## config.mk

```make
export PLATFORM = sky130hd
export DESIGN_NAME = pci_irq_router
export DESIGN_NICKNAME = d
export VERILOG_FILES = /design/src/rtl/irq_route_pkg.sv /design/src/rtl/irq_route_map.sv /design/src/rtl/irq_line_snoop.sv /design/src/rtl/pci_irq_router.sv
export SDC_FILE = /design/constraint.sdc
export NUM_CORES = 1
export LEC_CHECK = 0
export BUFFER_PORTS_ARGS = -buffer_cell sky130_fd_sc_hd__buf_2
export CAP_MARGIN = 20
export CELL_PAD_IN_SITES_DETAIL_PLACEMENT = 1
export CELL_PAD_IN_SITES_GLOBAL_PLACEMENT = 1
export CORE_MARGIN = 2
export CORE_UTILIZATION = 12
export CTS_CLUSTER_SIZE = 30
export DETAILED_ROUTE_END_ITERATION = 6
export PLACE_DENSITY_LB_ADDON = 0.1
export SLEW_MARGIN = 20
export SYNTH_ARGS = -nofsm -noshare
export SYNTH_HDL_FRONTEND = slang
export SYNTH_SLANG_ARGS = --single-unit
export TNS_END_PERCENT = 5
```

## constraint.sdc

```tcl
create_clock -name clk -period 1.15 [get_ports clk]
set_input_delay 0.115 -clock clk [delete_from_list [all_inputs] [get_ports clk]]
set_output_delay 0.115 -clock clk [all_outputs]
set_load 0.01 [all_outputs]
```

## src/rtl/irq_route_pkg.sv

```systemverilog
package irq_route_pkg;

    localparam int PINS_PER_SLOT = 4;
    localparam int NUM_SYS_LINES = 4;

    localparam logic [7:0] ILINE_OFFSET = 8'h3C;
    localparam logic [7:0] LEGACY_TOKEN = 8'd27;
    localparam logic [1:0] SLOT_SAME_MOD = 2'b10;

    localparam int ROT_OFFSET_A = 2;
    localparam int ROT_OFFSET_B = 3;

    typedef enum logic [1:0] {
        DET_UNDECIDED = 2'd0,
        DET_LEGACY    = 2'd1,
        DET_LOCKED    = 2'd2
    } det_state_e;

    function automatic logic [1:0] rotate_line(input int slot, input int pin, input int offs);
        return 2'((slot + pin + offs) % NUM_SYS_LINES);
    endfunction

endpackage

```

## src/rtl/irq_route_map.sv

```systemverilog
module irq_route_map
    import irq_route_pkg::*;
#(
    parameter int SLOT_BASE = 29,
    parameter int NUM_SLOTS = 3
) (
    input  logic [NUM_SLOTS*PINS_PER_SLOT-1:0] src_lvl,
    input  logic                               use_b,
    input  logic                               use_legacy,
    output logic [NUM_SYS_LINES-1:0]           merged
);
    localparam int NUM_SRC = NUM_SLOTS * PINS_PER_SLOT;

    logic [1:0] tgt_a   [NUM_SRC];
    logic [1:0] tgt_b   [NUM_SRC];
    logic [1:0] tgt_id  [NUM_SRC];
    logic [1:0] tgt_sel [NUM_SRC];

    // Fixed per-source destinations, one per mapping
    for (genvar s = 0; s < NUM_SLOTS; s++) begin : g_slot
        for (genvar p = 0; p < PINS_PER_SLOT; p++) begin : g_pin
            localparam int IDX = s * PINS_PER_SLOT + p;
            assign tgt_a[IDX]  = rotate_line(SLOT_BASE + s, p, ROT_OFFSET_A);
            assign tgt_b[IDX]  = rotate_line(SLOT_BASE + s, p, ROT_OFFSET_B);
            assign tgt_id[IDX] = 2'(p);
            assign tgt_sel[IDX] = use_legacy ? tgt_id[IDX]
                                : (use_b ? tgt_b[IDX] : tgt_a[IDX]);
        end
    end

    always_comb begin
        merged = '0;
        for (int i = 0; i < NUM_SRC; i++) begin
            if (src_lvl[i]) begin
                merged[tgt_sel[i]] = 1'b1;
            end
        end
    end

endmodule

```

## src/rtl/irq_line_snoop.sv

```systemverilog
module irq_line_snoop
    import irq_route_pkg::*;
#(
    parameter int ADDR_W = 24,
    parameter int DATA_W = 32
) (
    input  logic              clk,
    input  logic              rst_n,
    input  logic              variant_b,
    input  logic              wr_valid,
    input  logic [ADDR_W-1:0] wr_addr,
    input  logic [DATA_W-1:0] wr_data,
    output det_state_e        state
);
    typedef struct packed {
        det_state_e st;
    } snoop_regs_t;

    snoop_regs_t r_d, r_q;

    logic       off_hit;
    logic [4:0] slot_no;
    logic       slot_differs;
    logic       qualify;
    logic       token_hit;

    always_comb begin
        off_hit      = (wr_addr[7:0] == ILINE_OFFSET);
        slot_no      = wr_addr[15:11];
        slot_differs = (slot_no[1:0] != SLOT_SAME_MOD);
        token_hit    = (wr_data[7:0] == LEGACY_TOKEN);
        qualify      = wr_valid && !variant_b && off_hit && slot_differs
                       && (r_q.st == DET_UNDECIDED);

        r_d = r_q;
        if (qualify) begin
            r_d.st = token_hit ? DET_LEGACY : DET_LOCKED;
        end
    end

    always_ff @(posedge clk or negedge rst_n) begin
        if (!rst_n) begin
            r_q.st <= DET_UNDECIDED;
        end else begin
            r_q <= r_d;
        end
    end

    assign state = r_q.st;

endmodule

```

## src/rtl/pci_irq_router.sv

```systemverilog
module pci_irq_router
    import irq_route_pkg::*;
#(
    parameter int SLOT_BASE = 29,
    parameter int NUM_SLOTS = 3,
    parameter int ADDR_W    = 24,
    parameter int DATA_W    = 32
) (
    input  logic                               clk,
    input  logic                               rst_n,
    input  logic                               variant_b,
    input  logic [NUM_SLOTS*PINS_PER_SLOT-1:0] dev_irq,
    input  logic                               cfg_wr_valid,
    input  logic [ADDR_W-1:0]                  cfg_wr_addr,
    input  logic [DATA_W-1:0]                  cfg_wr_data,
    output logic [NUM_SYS_LINES-1:0]           sys_irq,
    output logic [1:0]                         det_state
);
    localparam int NUM_LINES = NUM_SLOTS * PINS_PER_SLOT;

    typedef struct packed {
        logic [NUM_SYS_LINES-1:0] lines;
    } out_regs_t;

    out_regs_t o_d, o_q;

    det_state_e               snoop_st;
    logic [NUM_SYS_LINES-1:0] merged;

    irq_line_snoop #(
        .ADDR_W (ADDR_W),
        .DATA_W (DATA_W)
    ) u_snoop (
        .clk       (clk),
        .rst_n     (rst_n),
        .variant_b (variant_b),
        .wr_valid  (cfg_wr_valid),
        .wr_addr   (cfg_wr_addr),
        .wr_data   (cfg_wr_data),
        .state     (snoop_st)
    );

    irq_route_map #(
        .SLOT_BASE (SLOT_BASE),
        .NUM_SLOTS (NUM_SLOTS)
    ) u_map (
        .src_lvl    (dev_irq),
        .use_b      (variant_b),
        .use_legacy (snoop_st == DET_LEGACY),
        .merged     (merged)
    );

    always_comb begin
        o_d       = o_q;
        o_d.lines = merged;
    end

    always_ff @(posedge clk or negedge rst_n) begin
        if (!rst_n) begin
            o_q.lines <= '0;
        end else begin
            o_q <= o_d;
        end
    end

    assign sys_irq   = o_q.lines;
    assign det_state = snoop_st;

endmodule

```

# Word level (Yosys, flattened, before mapping)
# Index checks and enable logic that the tools add are counted.
[op_classes]
n_lt_le_gt_ge = 24
bitwise = 11
n_eq_ne = 4
reduce_logical = 18
n_mux = 53
[op_table]
columns = ["cell", "count"]
rows = [
  ["$mux W4", 12],
  ["$or A4 B4 Y4", 11],
  ["$lt A2 B3 Y1 const B", 12],
  ["$demux W1 S2", 12],
  ["$ge A2 B1 Y1 const B", 12],
  ["$mux W2", 11],
  ["$mux W1", 18],
  ["$logic_and A1 B1 Y1", 16],
  ["$eq A8 B5 Y1 const B", 1],
  ["$eq A8 B6 Y1 const B", 1],
  ["$eq A2 B1 Y1 const B", 1],
  ["$logic_not A2 Y1", 1],
  ["$ne A2 B2 Y1 const B", 1],
  ["$logic_not A1 Y1", 1],
]
[word_totals]
register_bits = 6
input_bits = 72
output_inout_bits = 6

# Logic depth before layout (Yosys ltp)
# Gate-level depths: netlist of the first run.
[logic_depth]
word_depth = 29
ltp_mapped = 4

# Cells and area by module
# A second synthesis of the first run with hierarchy kept.
[hier_totals]
cells_unflattened = 46
area_unflattened_um2 = 446.7
[modules_own_cells]
columns = ["module", "area_per_inst_um2", "cells_each", "instances"]
rows = [
  ["irq_route_map", 178.9, 28, 1],
  ["irq_line_snoop", 153.9, 13, 1],
  ["pci_irq_router", 113.9, 5, 1],
]

# Least setup slack after synthesis of the first run
# OpenSTA, ideal clock, no wires.
[synth_timing]
kind = "register -> register"
from = "register u_snoop.r_q, in the netlist u_snoop.state[0]"
to = "register o_q, in the netlist sys_irq[0]"
period_less_slack_ps = 1191
required_time_ps = 1017
setup_ps = 133
path_slack_ps = -41
path_stages_with_launch = 5
arrival_ps = 1058
path_buffers = 0
path_cell_list = "dfrtp_1 > and2b_4 > nor2_2 > mux2i_1 > o211ai_1"
[synth_via]
elab_chain_len = 29
word_cells_on_any_way = 96
cone_classes = "order compare: 24; eq/ne: 1; mux: 48; bitwise: 11; reduce/logical: 12"
[synth_rtl]
columns = ["element", "line_no", "source"]
rows = [
  ["start: declaration", "irq_line_snoop.sv:19", "snoop_regs_t r_d, r_q;"],
  ["start signal: assignment", "irq_line_snoop.sv:45", "r_q <= r_d;"],
  ["$eq A2 B1 Y1 (*)", "pci_irq_router.sv:49", ".use_legacy (snoop_st == DET_LEGACY),"],
  ["$mux W2", "irq_route_map.sv:26", "assign tgt_sel[IDX] = use_legacy ? tgt_id[IDX]"],
  ["$lt A2 B3 Y1 (not written as such) or $ge A2 B1 Y1 (tied branches)", "irq_route_map.sv:35", "merged[tgt_sel[i]] = 1'b1;"],
  ["$logic_and A1 B1 Y1 (not written as such)", "irq_route_map.sv:35", ""],
  ["$mux W1 (not written as such)", "irq_route_map.sv:35", ""],
  ["$demux W1 S2", "-", ""],
  ["$mux W4", "irq_route_map.sv:34", "if (src_lvl[i]) begin"],
  ["$or A4 B4 Y4 (no line)", "-", ""],
  ["(+14 left out)", "-", ""],
  ["$mux W4", "irq_route_map.sv:34", ""],
  ["$or A4 B4 Y4 (no line)", "-", ""],
  ["$mux W4", "irq_route_map.sv:34", ""],
  ["$or A4 B4 Y4 (no line)", "-", ""],
  ["$mux W4", "irq_route_map.sv:34", ""],
  ["$or A4 B4 Y4 (no line)", "-", ""],
  ["$mux W4 (*)", "irq_route_map.sv:34", ""],
  ["via merged[0]", "pci_irq_router.sv:28", "logic [NUM_SYS_LINES-1:0] merged;"],
  ["end: declaration", "pci_irq_router.sv:25", "out_regs_t o_d, o_q;"],
]
# Mark *: on every way through the listed nets, which the timed path passes. The rest lies on a longest branch.
# A chain may end at the register's enable or synchronous reset.

# Worst setup path after layout of the first run
[layout_timing]
from = "register u_snoop.r_q, in the netlist u_snoop.state[1]"
to = "register o_q, in the netlist sys_irq[1]"
# The elaborated chain is that of the path after synthesis.

==> results of run 1 <==
-- cell families (layout without fill, tap and decap cells) --
kind of cell	count (synthesis)	count (layout)	share of synthesized area
simple gates	22	22	0.349
compound gates	12	12	0.247
mux	1	1	0.0247
buf+inv	1	51	0.00925
flops	6	6	0.370
-- layout by cell type (no fill, tap or decap), drive strengths merged --
master and instances:
nand3 1, a2bb2oi 1, o211ai 1, a2111oi 1, o22ai 1, mux2i 1, dlygate4sd3 1, buf 45
nor3 6, nor4 2, inv 1, o21bai 1, a211oi 1, dfrtp 6, nand2 4, a41o 1
a31oi 1, nand4bb 1, and2 1, nand2b 1, o32a 1, nor2 3, a21oi 2, and2b 1
o21ai 1, or2 1, nor4b 1, clkbuf 4
-- per-stage QoR --
stage | hold WS (ns) | area [um^2]
3_3_place_gp | -0.0575 | 694
3_5_place_dp | -0.0571 | 694
6_report | 0.151 | 771
4_1_cts | 0.141 | 734
2_1_floorplan | -0.181 | 412
5_1_grt | 0.168 | 771
-- flip-flops by register name, indices dropped and copies added (netlist names) --
signal         count
sys_irq            4
u_snoop.state      2
-- per-layer routing --
metal,wire [um],up-vias,GRT usage
li1,-,269,-
met1,658,245,0.105
met2,703,15,0.117
met3,94,2,0.0236
met4,11,0,0.0500
met5,0,-,0
-- power groups by stage --
stage	sequential, mW	combinational (mW)	clock, mW
finish	0.224	0.145	0.209
global route	0.225	0.161	0.229
CTS	0.224	0.139	0.222
detailed placement	0.228	0.136	0
global placement	0.227	0.136	0
floorplan	0.232	0.0416	0
-- layout make-up --
type | count | share of cell area
Timing Repair Buffer | 46 | 0.343
Multi-Input combinational cell | 35 | 0.347
Inverter | 1 | 0.00487
Tap cell | 46 | 0.0747
Sequential cell | 6 | 0.196
Clock buffer | 4 | 0.0341
-- critical path, stage by stage (launching register included) --
cell and delay (ns):
dfrtp_1 0.41, nand2b_4 0.19, buf_6 0.10, nand2_1 0.07, o32a_1 0.31
-- worst max-delay path by stage --
| stage | from | endpoint | depth (start not counted) |
|---|---|---|---|
| after global routing | u_snoop.state[1]$_DFFE_PN0P_ | sys_irq[0]$_DFF_PN0_ | 4 |
| after floorplan | u_snoop.state[1]$_DFFE_PN0P_ | sys_irq[2]$_DFF_PN0_ | 4 |
| after global placement | u_snoop.state[1]$_DFFE_PN0P_ | sys_irq[2]$_DFF_PN0_ | 4 |
| final | u_snoop.state[1]$_DFFE_PN0P_ | sys_irq[1]$_DFF_PN0_ | 4 |
| after CTS | u_snoop.state[1]$_DFFE_PN0P_ | sys_irq[0]$_DFF_PN0_ | 4 |
| after detailed placement | u_snoop.state[1]$_DFFE_PN0P_ | sys_irq[2]$_DFF_PN0_ | 4 |
-- what timing repair did --
item,in CTS,in global routing
hold buffers,1,0
pin swaps,2,0
endpoints found under the hold margin,6,0
gates cloned,0,0
setup buffers,0,2
endpoints found under the setup margin,3,6
gates resized for setup,1,4
==> flow_summary.yaml, run 1 <==
setup_path:
  cp_max_fo: 6
  start_kind: "register"
  reg2reg_depth: 4
  end_kind: "register"
  worst-setup-path-type: "reg -> reg"
  worstPathArrival_ns: 1.32
  r2r_start: "u_snoop.state[1]$_DFFE_PN0P_"
  timing.rr.end: "sys_irq[1]$_DFF_PN0_"
  regToRegSetupSlack_ns: -0.06
  cp_data_required_time_ns: 1.26
placement:
  placed_cells: 131
  io_buffers: 39
  finalWeightedCongestion: 0.651
  dp_hpwl_mm: 1.27
  pre_cts_ws_ns: -0.0595
flow_run:
  drv_cap: 0
final_layout:
  fillers: 408
  drive_gt1_frac: 0.652
  fin_util: 0.235
  insertedDiodeCount: 0
  final_cells: 138
  num-nets-final: 165
  regArea_um2: 151
  multi_input_area_um2: 268
  syn_to_final_growth_pct: 90.1
grt:
  grt_max_degree: 8
  grt_use_total: 0.0806
  grt_pass1_vias: 535
  antenna_found_initial: 0
  gr-total-overflow: 0
  grt_first_pass_wirelength_mm: 2.46
clock_tree:
  clk_pin_slew_worst_paths_ns: 0.05
  root_buffer: "clkbuf_4"
  clockBufferDepth: 2
  clk_latency_ns: 0.24
  cts_tree: "built"
  cts.sinks: 6
  h-tree-depth: 1
  cts_made_buffers: 3
routing:
  drt-vias-per-instance: 3.85
  first_pass_iters: 4
  vias: 531
  finalWirelength_mm: 1.47
  ant_nets: 0
  drt-initial-drc-count: 2
  wire_per_inst_um: 10.6
  remaining_drc_errors: 0
floorplanning:
  die_area_mm2: 0.00386
  die_h_um: 62.1
  coreArea_mm2: 0.00328
  row_count: 21
  die_x_um: 62.1
  start_util: 0.123
  io_pins: 78
power:
  p_switching_mw: 0.144
  total_leakage_power_nw: 0.348
  p_clk_frac: 0.361
  irDropWorstVdd_mv: 0.170
  p_seq_frac: 0.388
  share_comb_of_total_power: 0.251
  p_total_mw: 0.578
  p_int_mw: 0.433
  netSwitchingFraction: 0.250
  powerDensity_mw_per_mm2: 750
timing:
  hold_viol_final: 0
  setup_viol: 3
  tns_ns: -0.120
  fin_ws_ns: -0.0628
  finalClockSkew_ns: 0.00861
  min_period_over_period: 1.05
  drv_slew: 0
  worst_pin_slew_ns: 0.357
  max_slew_margin: 0.760
  fmax_ghz: 0.825
  min_period_ns: 1.21
  rsz0062_at_grt: "yes"
synthesis:
  synth_warnings: 0
  synth_area_leaders: "dfrtp_1 37%, nor3_1 7.4%, a2111oi_2 3.7%"
  seq_area_frac_synth: 0.370
  synth-main-ff-cell: "dfrtp_1"
  synth_area_leader_cell: "dfrtp_1"
  synth_edf_count: 0
  synth_common_cells: "6 x dfrtp_1, 6 x nor3_1, 4 x nand2_1"
  synth_cells: 42
  synth.avg_cell_area_um2: 9.65
  synth-async-reset-ratio: 1.00
  synth_cell_type_count: 26
  synth_seq_cells: 6
  synth_top_cell_area_share: 0.370
  synthesis.area_um2: 405
  synthesis.nets: 114
hold_path:
  worstHoldEndpoint: "sys_irq[0]$_DFF_PN0_"
  min-delay-start: "dev_irq[0]"
  hold_path_class: "in -> reg"
  min_path_cells: 3
outcome:
  violations: "setup timing"
  status: "finished with violations"
Note: power is estimated with default switching activity, not from simulation.
==> run 2: changes to the inputs <==
Settings changed: ABC_AREA set to 1, CORE_MARGIN 2 to unset, CORE_UTILIZATION 12 to 15, SYNTH_HIERARCHICAL set to 1.
==> flow_summary.yaml, run 2 <==
floorplanning:
  start_util: 0.162
  die_area_mm2: 0.00396
  io_pins: 78
  die_x_um: 62.9
  coreArea_mm2: 0.00344
  die_h_um: 62.9
  row_count: 21
clock_tree:
  clockBufferDepth: 2
  cts.sinks: 6
  cts_tree: "built"
  root_buffer: "clkbuf_8"
  h-tree-depth: 1
  cts_made_buffers: 3
  clk_pin_slew_worst_paths_ns: 0.04
  clk_latency_ns: 0.22
routing:
  ant_nets: 0
  finalWirelength_mm: 1.84
  drt-vias-per-instance: 3.76
  drt-initial-drc-count: 37
  remaining_drc_errors: 0
  first_pass_iters: 4
  vias: 736
  wire_per_inst_um: 9.39
outcome:
  status: "complete, no violations"
timing:
  min_period_ns: 1.13
  rsz0062_at_grt: "yes"
  hold_viol_final: 0
  setup_viol: 0
  fmax_ghz: 0.884
  finalClockSkew_ns: 0.00345
  hold_slack_ns: 0.152
  min_period_over_period: 0.984
  drv_slew: 0
  worst_pin_slew_ns: 0.202
  max_slew_margin: 0.865
synthesis:
  synth-main-ff-cell: "dfrtp_1"
  synth_cells: 102
  synth_top_cell_area_share: 0.297
  synth_seq_cells: 6
  synth_common_cells: "44 x nand2_1, 18 x inv_1, 14 x nor2_1"
  synth_cell_type_count: 11
  synth_warnings: 6
  seq_area_frac_synth: 0.270
  synth_most_common_cell: "nand2_1"
  synth-async-reset-ratio: 1.00
  synth_area_leaders: "nand2_1 30%, dfrtp_1 27%, inv_1 12%"
  synthesis.nets: 174
  synth_area_leader_cell: "nand2_1"
  synth_edf_count: 0
  synthesis.area_um2: 557
  synth.avg_cell_area_um2: 5.46
setup_path:
  cp_max_fo: 6
  regToRegSetupSlack_ns: 0.02
  worst-setup-path-type: "reg -> reg"
  start_kind: "register"
  end_kind: "register"
  reg2reg_depth: 7
  worstPathArrival_ns: 1.23
  cp_data_required_time_ns: 1.25
final_layout:
  num-nets-final: 224
  largest_register_ffs: 4
  syn_to_final_growth_pct: 65.8
  fin_util: 0.268
  drive_gt1_frac: 0.420
  final_cell_mix: "42 x nand2_1, 39 x buf_2, 17 x inv_1"
  insertedDiodeCount: 0
  final_common_cell: "nand2_1"
placement:
  io_buffers: 39
  finalWeightedCongestion: 0.697
  dp_hpwl_mm: 1.61
power:
  total_leakage_power_nw: 0.535
  powerDensity_mw_per_mm2: 775
  irDropWorstVdd_mv: 0.274
grt:
  grt_first_pass_wirelength_mm: 3.00
  gr-total-overflow: 0
  grt_pass1_vias: 775
  grt_max_degree: 7
  grt_use_total: 0.0964
  antenna_found_initial: 0
flow_run:
  drv_cap: 0
hold_path:
  hold_path_class: "in -> reg"
  min_path_cells: 3
[run 2: cell count changes in the layout (fill, tap and decap cells not counted), moves of 2 or more]
| cell | previous run | this run |
|---|---|---|
| nand2_4 | 0 | 2 |
| nand2_2 | 0 | 2 |
| nor3_1 | 5 | 0 |
| inv_2 | 0 | 3 |
| inv_1 | 1 | 17 |
| clkbuf_4 | 3 | 0 |
| a21oi_1 | 2 | 0 |
| nand2_1 | 4 | 42 |
| clkbuf_8 | 0 | 3 |
| nor2_1 | 2 | 13 |
| buf_6 | 3 | 0 |
| nand3_1 | 1 | 6 |
| nor2_2 | 0 | 4 |
[run 2: cells by family (layout without fill, tap and decap cells)]
logic type / count (synthesis) / count (layout) / share of synthesized area
flip-flops: 6 / 6 / 0.270
buffers and inverters: 21 / 69 / 0.142
AND/OR/NAND/NOR: 73 / 73 / 0.564
AO/OA/AOI/OAI: 2 / 2 / 0.0247
[run 2: timing repair]
item / CTS / global route
hold buffers: 1 / 0
setup buffers: 0 / 2
setup endpoints to repair: 0 / 4
resized for setup: 0 / 7
endpoints found under the hold margin: 6 / 0
[run 2: final timing paths]
check	startpoint	to
worst min-delay path	dev_irq[4]	sys_irq[0]$_DFF_PN0_
worst max-delay path	u_snoop/state[0]$_DFFE_PN0P_	sys_irq[3]$_DFF_PN0_
worst min register to register	u_snoop/state[0]$_DFFE_PN0P_	u_snoop/state[0]$_DFFE_PN0P_
worst max register to register	u_snoop/state[0]$_DFFE_PN0P_	sys_irq[3]$_DFF_PN0_
max in group asynchronous	rst_n	u_snoop/state[1]$_DFFE_PN0P_
min in group asynchronous	rst_n	sys_irq[2]$_DFF_PN0_
[run 2: cell type report]
class	count	area, um^2
fillers	470	2520
multi-input cells	75	350
repair buffers	45	243
flip-flops and latches	6	150
inverters	21	81.3
well taps	46	57.6
clock buffers	3	41.3
[run 2: through the flow]
stage          area (um^2)  std cells  power, mW  setup slack, ns  TNS, ns
6_report               923        196      0.715           0.0184        0
3_3_place_gp           837        190      0.392          0.00297        0
4_1_cts                888        194      0.727          0.00448        0
5_1_grt                923        196      0.765          -0.0621   -0.214
3_5_place_dp           837        190      0.397          0.00475        0
2_1_floorplan          562        102      0.301           0.0534        0
[run 2: critical path: stages, from the launching register on]
cell and delay (ns):
dfrtp_1 0.35, inv_2 0.05, nor2_4 0.20, inv_4 0.09, nand2_2 0.07, nand2_2 0.05
a21oi_2 0.12, nand2_1 0.08
[run 2: where the power goes]
part           leakage (nW)  switching, mW  total, mW  internal [mW]
logic                 0.457         0.0937      0.179         0.0854
clock network        0.0216         0.0884      0.313          0.225
registers            0.0566        0.00181      0.223          0.221
[run 2: layer usage]
layer / share of wire / vias up / track usage
li1: - / 393 / -
met1: 0.45 / 315 / 0.105
met2: 0.48 / 26 / 0.175
met3: 0.061 / 2 / 0.0274
met4: 0.0060 / 0 / 0.0349
met5: 0 / - / 0
